===== src/rtl/dmem_pkg.sv =====
package dmem_pkg;

   typedef enum logic [3:0] {
      OP_NOP  = 4'd0,
      OP_DRD  = 4'd1,
      OP_DWR  = 4'd2,
      OP_IRD  = 4'd3,
      OP_IWR  = 4'd4,
      OP_RRD  = 4'd5,
      OP_RWR  = 4'd6,
      OP_BRD  = 4'd7,
      OP_BSET = 4'd8,
      OP_BCLR = 4'd9,
      OP_XRI  = 4'd10,
      OP_XDP  = 4'd11
   } dm_op_e;

   typedef enum logic [1:0] {
      TGT_NONE = 2'd0,
      TGT_LOW  = 2'd1,
      TGT_UP   = 2'd2,
      TGT_SFR  = 2'd3
   } dm_tgt_e;

   localparam int unsigned DM_IDX_W = 7;

   typedef struct packed {
      dm_tgt_e             tgt;
      logic [DM_IDX_W-1:0] idx;
      logic                rd;
      logic                wr;
      logic                rmw;
      logic                set;
      logic                bitop;
      logic [2:0]          bpos;
      logic                xri;
      logic                xdp;
   } dm_dec_t;

endpackage


===== src/rtl/dmem_decode.sv =====
module dmem_decode
   import dmem_pkg::*;
#(
   parameter int unsigned ADDR_W   = 8,
   parameter int unsigned BANK_LSB = 3,
   parameter int unsigned BIT_BASE = 32
) (
   input  logic [3:0]        op,
   input  logic [ADDR_W-1:0] addr,
   input  logic [7:0]        psw,
   output dm_dec_t           dec
);

   localparam int unsigned IDX_W = ADDR_W - 1;

   logic [1:0]       bank;
   logic             hi;
   logic [IDX_W-1:0] reg_idx;
   logic [IDX_W-1:0] ptr_idx;
   logic [IDX_W-1:0] bit_idx;
   logic             unused_psw;

   assign bank       = psw[BANK_LSB +: 2];
   assign unused_psw = ^psw;
   assign hi         = addr[ADDR_W-1];
   assign reg_idx    = IDX_W'({bank, addr[2:0]});
   assign ptr_idx    = IDX_W'({bank, 2'b00, addr[0]});
   assign bit_idx    = IDX_W'(BIT_BASE) + IDX_W'(addr[IDX_W-1:3]);

   always_comb begin
      dec      = '0;
      dec.tgt  = TGT_NONE;
      dec.bpos = addr[2:0];
      unique case (dm_op_e'(op))
         OP_DRD, OP_DWR: begin
            dec.tgt = hi ? TGT_SFR : TGT_LOW;
            dec.idx = addr[IDX_W-1:0];
            dec.rd  = (dm_op_e'(op) == OP_DRD);
            dec.wr  = (dm_op_e'(op) == OP_DWR);
         end
         OP_IRD, OP_IWR: begin
            dec.tgt = hi ? TGT_UP : TGT_LOW;
            dec.idx = addr[IDX_W-1:0];
            dec.rd  = (dm_op_e'(op) == OP_IRD);
            dec.wr  = (dm_op_e'(op) == OP_IWR);
         end
         OP_RRD, OP_RWR: begin
            dec.tgt = TGT_LOW;
            dec.idx = reg_idx;
            dec.rd  = (dm_op_e'(op) == OP_RRD);
            dec.wr  = (dm_op_e'(op) == OP_RWR);
         end
         OP_BRD, OP_BSET, OP_BCLR: begin
            if (!hi) begin
               dec.tgt   = TGT_LOW;
               dec.idx   = bit_idx;
               dec.rd    = 1'b1;
               dec.bitop = 1'b1;
               dec.rmw   = (dm_op_e'(op) != OP_BRD);
               dec.set   = (dm_op_e'(op) == OP_BSET);
            end
         end
         OP_XRI: begin
            dec.tgt = TGT_LOW;
            dec.idx = ptr_idx;
            dec.xri = 1'b1;
         end
         OP_XDP: begin
            dec.xdp = 1'b1;
         end
         default: begin
            dec.tgt = TGT_NONE;
         end
      endcase
   end

endmodule


===== src/rtl/dmem_bank.sv =====
module dmem_bank #(
   parameter int unsigned DEPTH = 128,
   parameter int unsigned WIDTH = 8,
   localparam int unsigned IDX_W = $clog2(DEPTH)
) (
   input  logic             clk,
   input  logic             rst_n,
   input  logic             we,
   input  logic [IDX_W-1:0] idx,
   input  logic [WIDTH-1:0] wdata,
   output logic [WIDTH-1:0] rdata
);

   logic [WIDTH-1:0] rows [DEPTH];

   for (genvar r = 0; r < DEPTH; r++) begin : g_row
      logic [WIDTH-1:0] q;
      always_ff @(posedge clk or negedge rst_n) begin
         if (!rst_n) begin
            q <= '0;
         end else if (we && (idx == IDX_W'(r))) begin
            q <= wdata;
         end
      end
      assign rows[r] = q;
   end

   assign rdata = rows[idx];

endmodule


===== src/rtl/dmem_space_ctrl.sv =====
module dmem_space_ctrl
   import dmem_pkg::*;
#(
   parameter int unsigned ADDR_W   = 8,
   parameter int unsigned DATA_W   = 8,
   parameter int unsigned XADDR_W  = 16,
   parameter int unsigned BANK_LSB = 3,
   parameter int unsigned BIT_BASE = 32
) (
   input  logic               clk,
   input  logic               rst_n,
   input  logic [3:0]         req_op,
   input  logic [ADDR_W-1:0]  req_addr,
   input  logic [DATA_W-1:0]  req_wdata,
   input  logic [7:0]         psw,
   input  logic [XADDR_W-1:0] dptr,
   output logic               rd_valid,
   output logic [DATA_W-1:0]  rd_data,
   output logic               rd_bit,
   output logic [ADDR_W-1:0]  sfr_addr,
   output logic [DATA_W-1:0]  sfr_wdata,
   output logic               sfr_rd,
   output logic               sfr_wr,
   input  logic [DATA_W-1:0]  sfr_rdata,
   output logic [XADDR_W-1:0] xaddr,
   output logic               xaddr_valid
);

   localparam int unsigned HALF  = 1 << (ADDR_W - 1);
   localparam int unsigned IDX_W = ADDR_W - 1;
   localparam int unsigned XPAD  = XADDR_W - DATA_W;

   if (ADDR_W != 8) begin : g_bad_addr_w
      $error("dmem_space_ctrl: ADDR_W must be 8");
   end
   if (DATA_W != 8) begin : g_bad_data_w
      $error("dmem_space_ctrl: DATA_W must be 8 for bit mapping");
   end
   if (XADDR_W <= DATA_W) begin : g_bad_xaddr_w
      $error("dmem_space_ctrl: XADDR_W must exceed DATA_W");
   end
   if (BANK_LSB > 6) begin : g_bad_bank_lsb
      $error("dmem_space_ctrl: bank field must fit the status word");
   end
   if (BIT_BASE + (HALF / DATA_W) > HALF) begin : g_bad_bit_base
      $error("dmem_space_ctrl: bit field must fit the lower half");
   end

   dm_dec_t dec;

   dmem_decode #(
      .ADDR_W   (ADDR_W),
      .BANK_LSB (BANK_LSB),
      .BIT_BASE (BIT_BASE)
   ) u_decode (
      .op   (req_op),
      .addr (req_addr),
      .psw  (psw),
      .dec  (dec)
   );

   logic              lo_we;
   logic [DATA_W-1:0] lo_wdata;
   logic [DATA_W-1:0] lo_rd;
   logic              up_we;
   logic [DATA_W-1:0] up_rd;
   logic [DATA_W-1:0] bmask;

   assign bmask    = DATA_W'(1) << dec.bpos;
   assign lo_we    = (dec.tgt == TGT_LOW) && (dec.wr || dec.rmw);
   assign lo_wdata = !dec.rmw ? req_wdata :
                     dec.set  ? (lo_rd | bmask) : (lo_rd & ~bmask);
   assign up_we    = (dec.tgt == TGT_UP) && dec.wr;

   dmem_bank #(
      .DEPTH (HALF),
      .WIDTH (DATA_W)
   ) u_lower (
      .clk   (clk),
      .rst_n (rst_n),
      .we    (lo_we),
      .idx   (dec.idx),
      .wdata (lo_wdata),
      .rdata (lo_rd)
   );

   dmem_bank #(
      .DEPTH (HALF),
      .WIDTH (DATA_W)
   ) u_upper (
      .clk   (clk),
      .rst_n (rst_n),
      .we    (up_we),
      .idx   (dec.idx),
      .wdata (req_wdata),
      .rdata (up_rd)
   );

   assign sfr_addr  = req_addr;
   assign sfr_wdata = req_wdata;
   assign sfr_rd    = (dec.tgt == TGT_SFR) && dec.rd;
   assign sfr_wr    = (dec.tgt == TGT_SFR) && dec.wr;

   logic              rsp_valid;
   logic              rsp_sfr;
   logic [DATA_W-1:0] rsp_byte;
   logic              rsp_bit;
   logic              x_valid;
   logic [XADDR_W-1:0] x_q;

   always_ff @(posedge clk or negedge rst_n) begin
      if (!rst_n) begin
         rsp_valid <= 1'b0;
         rsp_sfr   <= 1'b0;
         rsp_byte  <= '0;
         rsp_bit   <= 1'b0;
         x_valid   <= 1'b0;
         x_q       <= '0;
      end else begin
         rsp_valid <= dec.rd;
         rsp_sfr   <= (dec.tgt == TGT_SFR);
         rsp_byte  <= (dec.tgt == TGT_UP) ? up_rd : lo_rd;
         rsp_bit   <= lo_rd[dec.bpos];
         x_valid   <= dec.xri || dec.xdp;
         if (dec.xri) begin
            x_q <= {{XPAD{1'b0}}, lo_rd};
         end else if (dec.xdp) begin
            x_q <= dptr;
         end
      end
   end

   assign rd_valid    = rsp_valid;
   assign rd_data     = rsp_sfr ? sfr_rdata : rsp_byte;
   assign rd_bit      = rsp_bit;
   assign xaddr       = x_q;
   assign xaddr_valid = x_valid;

   // strobes quiet in the first cycle out of reset
   assert_quiet_after_reset_R1: assert property (@(posedge clk) disable iff (!rst_n)
      !$past(rst_n) |-> !rd_valid && !xaddr_valid);

   // result valid exactly one cycle after a read request
   assert_read_latency_R2: assert property (@(posedge clk) disable iff (!rst_n)
      $past(rst_n) |-> rd_valid == $past(
         (req_op == OP_DRD) || (req_op == OP_IRD) || (req_op == OP_RRD) ||
         (((req_op == OP_BRD) || (req_op == OP_BSET) || (req_op == OP_BCLR)) &&
          !req_addr[ADDR_W-1])));

   // an SFR bus cycle never writes internal storage
   assert_sfr_no_ram_R3: assert property (@(posedge clk) disable iff (!rst_n)
      (sfr_rd || sfr_wr) |-> !lo_we && !up_we && !(sfr_rd && sfr_wr));

   // indirect accesses keep the SFR bus idle
   assert_indirect_no_sfr_R4: assert property (@(posedge clk) disable iff (!rst_n)
      ((req_op == OP_IRD) || (req_op == OP_IWR)) |-> !sfr_rd && !sfr_wr);

   // register accesses stay in the active bank
   assert_bank_window_R5: assert property (@(posedge clk) disable iff (!rst_n)
      ((req_op == OP_RRD) || (req_op == OP_RWR)) |->
         (dec.idx[IDX_W-1:5] == '0) && (dec.idx[4:3] == psw[BANK_LSB +: 2]));

   // bit modification flips at most the addressed bit
   assert_bit_single_R6: assert property (@(posedge clk) disable iff (!rst_n)
      (lo_we && dec.rmw) |-> ($countones(lo_wdata ^ lo_rd) <= 1) &&
         ((lo_wdata ^ lo_rd) & ~bmask) == '0);

   // out-of-range bit numbers touch nothing
   assert_bit_ignore_R8: assert property (@(posedge clk) disable iff (!rst_n)
      (((req_op == OP_BRD) || (req_op == OP_BSET) || (req_op == OP_BCLR)) &&
       req_addr[ADDR_W-1]) |-> !lo_we && !up_we && !sfr_rd && !sfr_wr);

   // pointer output valid one cycle after a pointer request
   assert_xaddr_latency_R9: assert property (@(posedge clk) disable iff (!rst_n)
      $past(rst_n) |-> xaddr_valid == $past((req_op == OP_XRI) || (req_op == OP_XDP)));

endmodule


===== config.mk =====
export PLATFORM = sky130hd
export DESIGN_NAME = dmem_space_ctrl
export DESIGN_NICKNAME = d
export VERILOG_FILES = /design/src/rtl/dmem_pkg.sv /design/src/rtl/dmem_decode.sv /design/src/rtl/dmem_bank.sv /design/src/rtl/dmem_space_ctrl.sv
export SDC_FILE = /design/constraint.sdc
export NUM_CORES = 2
export LEC_CHECK = 0
export BUFFER_PORTS_ARGS = -buffer_cell sky130_fd_sc_hd__buf_2
export CAP_MARGIN = 20
export CORE_UTILIZATION = 60
export DETAILED_ROUTE_END_ITERATION = 7
export HOLD_SLACK_MARGIN = 0.12
export PLACE_DENSITY = 0.76
export SYNTH_ARGS = -nofsm -noshare
export SYNTH_HDL_FRONTEND = slang
export SYNTH_SLANG_ARGS = --single-unit
export TNS_END_PERCENT = 20

===== constraint.sdc =====
create_clock -name clk -period 2.9 [get_ports clk]
set_input_delay 0.58 -clock clk [delete_from_list [all_inputs] [get_ports clk]]
set_output_delay 0.58 -clock clk [all_outputs]
set_load 0.02 [all_outputs]

Word-level counts from Yosys, hierarchy flattened
Cells that the tools add are included.
{"block": "op_classes", "n_addsub": 1, "mul": 0, "div_mod_pow": 0, "n_lt_le_gt_ge": 2, "n_eq_ne": 142, "n_shift": 1, "muxes": 25, "n_bitwise": 4, "reduce_logical": 270}
{"cell": "equality test 7 bit, second input constant", "n": 64}
{"cell": "logical AND 1 bit", "n": 260}
{"cell": "equality test 7 x 6 -> 1 bit, second input constant", "n": 32}
{"cell": "binary-select mux 8 bit (select 7 bit)", "n": 2}
{"cell": "equality test 7 x 5 -> 1 bit, second input constant", "n": 16}
{"cell": "two-way mux 8 bit", "n": 8}
{"cell": "equality test 7 x 4 -> 1 bit, second input constant", "n": 8}
{"cell": "two-way mux 16 bit", "n": 2}
{"cell": "equality test 7 x 3 -> 1 bit, second input constant", "n": 4}
{"cell": "case mux 7 bit (4 select lines)", "n": 1}
{"cell": "equality test 4 x 3 -> 1 bit, second input constant", "n": 4}
{"cell": "equality test 4 bit, second input constant", "n": 4}
{"cell": "equality test 7 x 2 -> 1 bit, second input constant", "n": 2}
{"cell": "two-way mux 9 bit", "n": 1}
{"cell": "bitwise AND 8 bit", "n": 1}
{"cell": "equality test 4 x 2 -> 1 bit, second input constant", "n": 2}
{"cell": ">= comparator 8 bit, second input constant", "n": 1}
{"cell": "inverter 7 -> 8 bit", "n": 1}
{"cell": "inverter 8 bit", "n": 1}
{"cell": "bitwise OR 8 bit", "n": 1}
{"cell": "case mux 2 bit (4 select lines)", "n": 1}
{"cell": "left shift 1 x 3 -> 8 bit, first input constant", "n": 1}
{"cell": "adder 6 x 4 -> 7 bit, first input constant", "n": 1}
{"cell": "equality test 7 x 1 -> 1 bit, second input constant", "n": 1}
{"cell": "other kinds (17)", "n": 26}
{"block": "word_totals", "ff_bits": 2076, "latch_bits": 0, "mem_bits_rw": 0, "romBits": 0, "in_bits": 54, "wordCells": 707, "memories": 0}

Depth between registers and ports, before layout
{"block": "depth", "ltp_word": 10, "mapped_depth": 23}

Cells and area by module
A second synthesis with hierarchy kept.
{"block": "hier_totals", "hier_cells": 6449, "area_unflattened_um2": 96875.4}
{"module": "dmem_bank", "instances": 2, "cells_per_inst": 3113, "area_each_um2": 47400.5, "seq_area_each_um2": 25624.6}
{"module": "dmem_space_ctrl", "instances": 1, "cells_per_inst": 161, "area_each_um2": 1677.9, "seq_area_each_um2": 700.7}
{"module": "dmem_decode", "instances": 1, "cells_per_inst": 62, "area_each_um2": 396.6, "seq_area_each_um2": 0.0}

Worst setup path before layout
OpenSTA, ideal clock, no wires.
{"block": "synth_timing", "path_type": "input port to flip-flop", "startpoint": "in req_op[1]", "endpoint": "reg u_upper.g_row[61].q[0]", "setup_time_ns": 0.125, "t_arrival_ns": 3.769, "required_time_ns": 2.775, "slack_ns": -0.994, "stages": 17, "path_buffers": 11, "path_cell_list": "clkbuf_2 > or3_4 > nand4_2 > nand2_2 > buf_6 > buf_6 > buf_6 > buf_6 > buf_6 > buf_6 > buf_6 > buf_6 > buf_4 > or3_1 > buf_2 > nor2_2 > mux2_2"}
{"block": "synth_between", "elab_chain_len": 6}
{"element": "start: declaration", "line_no": "dmem_space_ctrl.sv:12", "source": "input logic [3:0] req_op,"}
{"element": "parallel branches: the longest is 5 deep, another holds case mux 7 bit (4 select lines)"}
{"element": "logical AND 1 bit (*)", "line_no": "dmem_bank.sv:21", "source": "end else if (we && (idx == IDX_W'(r))) begin"}
{"element": "end signal: assignment", "line_no": "dmem_bank.sv:22", "source": "q <= wdata;"}
{"element": "end: declaration", "line_no": "dmem_bank.sv:17", "source": "logic [WIDTH-1:0] q;"}
Mark *: on every way between the ends.
A chain may end at the register's enable or synchronous reset.

Worst setup path after layout
{"block": "layout_timing", "startpoint": "in req_addr[4]", "endpoint": "reg rsp_bit (netlist: rd_bit)"}
{"block": "layout_between", "elab_chain_len": 9}
{"element": "start: declaration", "line_no": "dmem_space_ctrl.sv:13", "source": "input logic [ADDR_W-1:0] req_addr,"}
{"element": "adder 6 x 4 -> 7 bit", "line_no": "dmem_decode.sv:28", "source": "assign bit_idx = IDX_W'(BIT_BASE) + IDX_W'(addr[IDX_W-1:3]);"}
{"element": "two-way mux 9 bit", "line_no": "dmem_decode.sv:54", "source": "if (!hi) begin"}
{"element": "case mux 7 bit (4 select lines) (*)", "line_no": "dmem_decode.sv:34", "source": "unique case (dm_op_e'(op))"}
{"element": "inverter 7 -> 8 bit (implied by the code) (*)", "line_no": "dmem_bank.sv:28", "source": "assign rdata = rows[idx];"}
{"element": "binary-select mux 8 bit (select 7 bit) (*)", "line_no": "dmem_bank.sv:28"}
{"element": "two-way mux 8 bit (implied by the code) (*) (2 in series)", "line_no": "dmem_bank.sv:28"}
{"element": "binary-select mux 1 bit (select 3 bit) (*)", "line_no": "dmem_space_ctrl.sv:123", "source": "rsp_bit <= lo_rd[dec.bpos];"}
{"element": "two-way mux 1 bit (implied by the code) (*)", "line_no": "dmem_space_ctrl.sv:123"}
{"element": "end signal: assignment", "line_no": "dmem_space_ctrl.sv:123"}
{"element": "end: declaration", "line_no": "dmem_space_ctrl.sv:107", "source": "logic rsp_bit;"}
Mark *: on every way between the ends. The rest lies on a longest branch, timed or not. The select of a mux whose other input is x is not followed.

==> summary.txt <==
Outcome: finished with violations
CTS tree: done
Drt initial violations: 12680
Fillcell total: 9778
Synth Net Count: 9686
Tmin final: 3456 ps
Final Hold Fails: 0
Synthesized area per cell: 10.07 sq um
Commonest non-fill, non-tap cell in the layout: nand2_1
Post-DP HPWL: 217100 um
Slew Viols, Final: 0
Worst Setup Slack, final: -555.5 ps
Starting Density: 0.6038
Nets: 10490
Port bufs: 92
CP peak stage delay: 410 ps
Routed length per instance: 27.54 um
Max_cap viols: 0
Crit path max-delay family: buffers and inverters
Post-Syn Area: 96950 sq um
Num rows: 147
Final core utilization: 0.7594
Core Box Area: 160600 sq um
Antenna violations before repair: 6
Hold_sp: req_addr[7]
Congestion Overflow GR: 0
Clock slew at reported path FFs: 60 ps
Leak Pwr: 56.49 nW
CP Capture Type: register
Crit path cell chain: buf_2, nor2b_1, o21ai_4, buf_12, buf_16, and2_4, buf_12, buf_4, buf_4, nand2_1, nand3_2, a311oi_2, o2111ai_1, buf_4, o22a_1, buf_4, mux2i_1, a22oi_1, o221a_2
Worst Tran Pin Value: 926.8 ps
Clk sinks: 2076
Fmax: 289.4 MHz
Post-DRT Antenna Nets: 0
Yosys reg bits: 2076
Worst Hold Class: input port to register
Top FF cell, synth: dfrtp_1
Worst skew pair latency: 880 ps
Post-synth EDFFs: 0
CP most frequent cell: buf_4
Period utilization: 1.192
Root Buffer: clkbuf_16
Via density: 6.718
Setup Skew: 35.88 ps
Peak fanout along the critical path: 19
Pin count of the biggest net entering global routing: 129
Crit path DAT: 4190 ps
CP Launch Type: input port
Routability congestion estimate: 1.001
Crit Path Category: input port to register
Req. time, crit path: 3640 ps
Multi-input logic area: 44260 sq um
Reg-to-Reg Start: u_lower.g_row[88].q[5]
TritonRoute pass-1 iters: 7
Async set-reset flop share out of synthesis: 1.000
Syn. warnings: 0
Clock buffer depth: 3
Final hold slack: 152.5 ps
DR vias: 85850
Share of cells above drive strength 1: 0.3139
Syn Inst Count: 9632
RSZ-0062 raised after global routing: true
Worst path buffer plus inverter count: 8
Die area: 163200 sq um
Slowest cell on crit path: a311oi_2
First-pass GRT wire length: 522600 um
Drt drc: 0
GRT Total Usage: 0.4201
Vias in the first global route: 84090
Height of the die: 404.0 um
Slew headroom: 0.3821
Worst vdd ir: 753.9 uV
Launch point of the critical path: req_addr[4]
Fin Setup TNS: -84520 ps
Power per cell area: 568.5 nW/um^2
Synth cell types: 76
I/O pins: 99
Failing checks: setup timing
# setup viols final: 310
Sequential share of the synthesized area: 0.5358
Max H-tree Level: 4
Flip-flop and latch area: 51950 sq um
Die W: 404.0 um
Most frequent cells in the layout: nand2_1 (2180), dfrtp_1 (2076), mux2_2 (905)
Cts bufs inserted: 210
Area Growth Syn to Fin: 25.77%
Final wirelength: 352000 um
cell type report:
class / count / share of cell area
Timing Repair Buffer: 1434 / 0.1283
Clock inverter: 74 / 0.008773
Inverter: 4 / 0.0001231
Multi-Input combinational cell: 6712 / 0.3630
Sequential cell: 2076 / 0.4260
Antenna cell: 8 / 0.0001642
Tap cell: 2160 / 0.02216
Clock buffer: 311 / 0.05146
flip-flops by register name (all words and copies together) (netlist names):
name / count
rd_bit: 1
rd_valid: 1
rsp_byte: 8
rsp_sfr: 1
u_lower.g_row.q: 1024
u_upper.g_row.q: 1024
xaddr: 16
xaddr_valid: 1
logic make-up (layout without fill, tap and decap cells):
group,after synthesis,after routing,synth area share
and+or+nand+nor,3557,3558,0.1581
AOI/OAI and AO/OA,1943,1944,0.1246
DFF,2076,2076,0.5358
other,0,8,0
muxes,1208,1208,0.1387
buffers and inverters,846,1823,0.04266
xor gates and xnor gates,1,1,0.00009035
adders and majority gates,1,1,0.0001032
synthesized netlist by cell type (12+ instances only):
cell       number  area (sq um)
a311oi_1      179          1568
o21ai_0       712          3563
a21oi_1       364          1822
and3_1        322          2014
nand4_1        25         156.4
a31oi_1       174          1089
buf_1          16         60.06
nand3_1       449          2247
nor2_2         66         412.9
clkbuf_1      482          1809
nor2_1        411          1543
a211oi_1      333          2500
dfrtp_1      2076         51950
a2111oi_0      48         420.4
buf_4          77         578.1
mux2_2       1080         12160
nand2_1      2187          8209
nor3_1         20         100.1
a22oi_1        25         187.7
buf_2         208          1041
buf_6          54         608.1
o211ai_1       12         90.09
mux2i_1       128          1281
o31ai_1        21         157.7
tightest hold or removal path: stages:
cell and delay, ps:
buf_2 140, a21oi_1 130, or2_2 120
layer usage:
metal,track usage,up-vias,routed length [um]
met1,0.5501,42580,128000
li1,-,35450,-
met3,0.1099,1546,42090
met2,0.6227,6266,155000
met5,0,-,36
met4,0.2691,6,26840
power by group:
group | leakage, nW | total, W | switching [W] | internal (W)
clock network | 3.63 | 0.0289 | 0.0121 | 0.0168
registers | 28.8 | 0.0305 | 0.000606 | 0.0299
logic | 24.0 | 0.00993 | 0.00638 | 0.00354
worst paths after layout:
path	to	slack (ps)	cells after the start
worst max-delay path	rd_bit	-560	19
worst min-delay path	rd_valid	150	3
worst max register to register	u_lower.g_row[33].q[5]	70	10
worst min register to register	u_lower.g_row[16].q[1]	480	2
max in group asynchronous	u_lower.g_row[111].q[0]	1420	4
min in group asynchronous	u_upper.g_row[127].q[0]	270	2
per-stage QoR:
| step | instances | cell area (sq um) | setup slack, ps | total power [W] |
|---|---|---|---|---|
| after floorplan | 9632 | 97950 | -860.1 | 0.03481 |
| after global placement | 12260 | 109900 | -2243 | 0.03906 |
| after detailed placement | 12260 | 109900 | -2061 | 0.03926 |
| after CTS | 12740 | 120200 | -454.1 | 0.06839 |
| after global routing | 12770 | 121900 | -593.4 | 0.07086 |
| final | 12780 | 121900 | -555.5 | 0.06933 |
what timing repair did:
item,4_1_cts,5_1_grt
buffers inserted,68,22
gates resized for setup,398,277
gates cloned,16,14
setup endpoints to repair,447,460
pin swaps,79,60
endpoints found under the hold margin,139,0
hold buffers,17,0
Note: power is estimated with default switching activity, not from simulation.
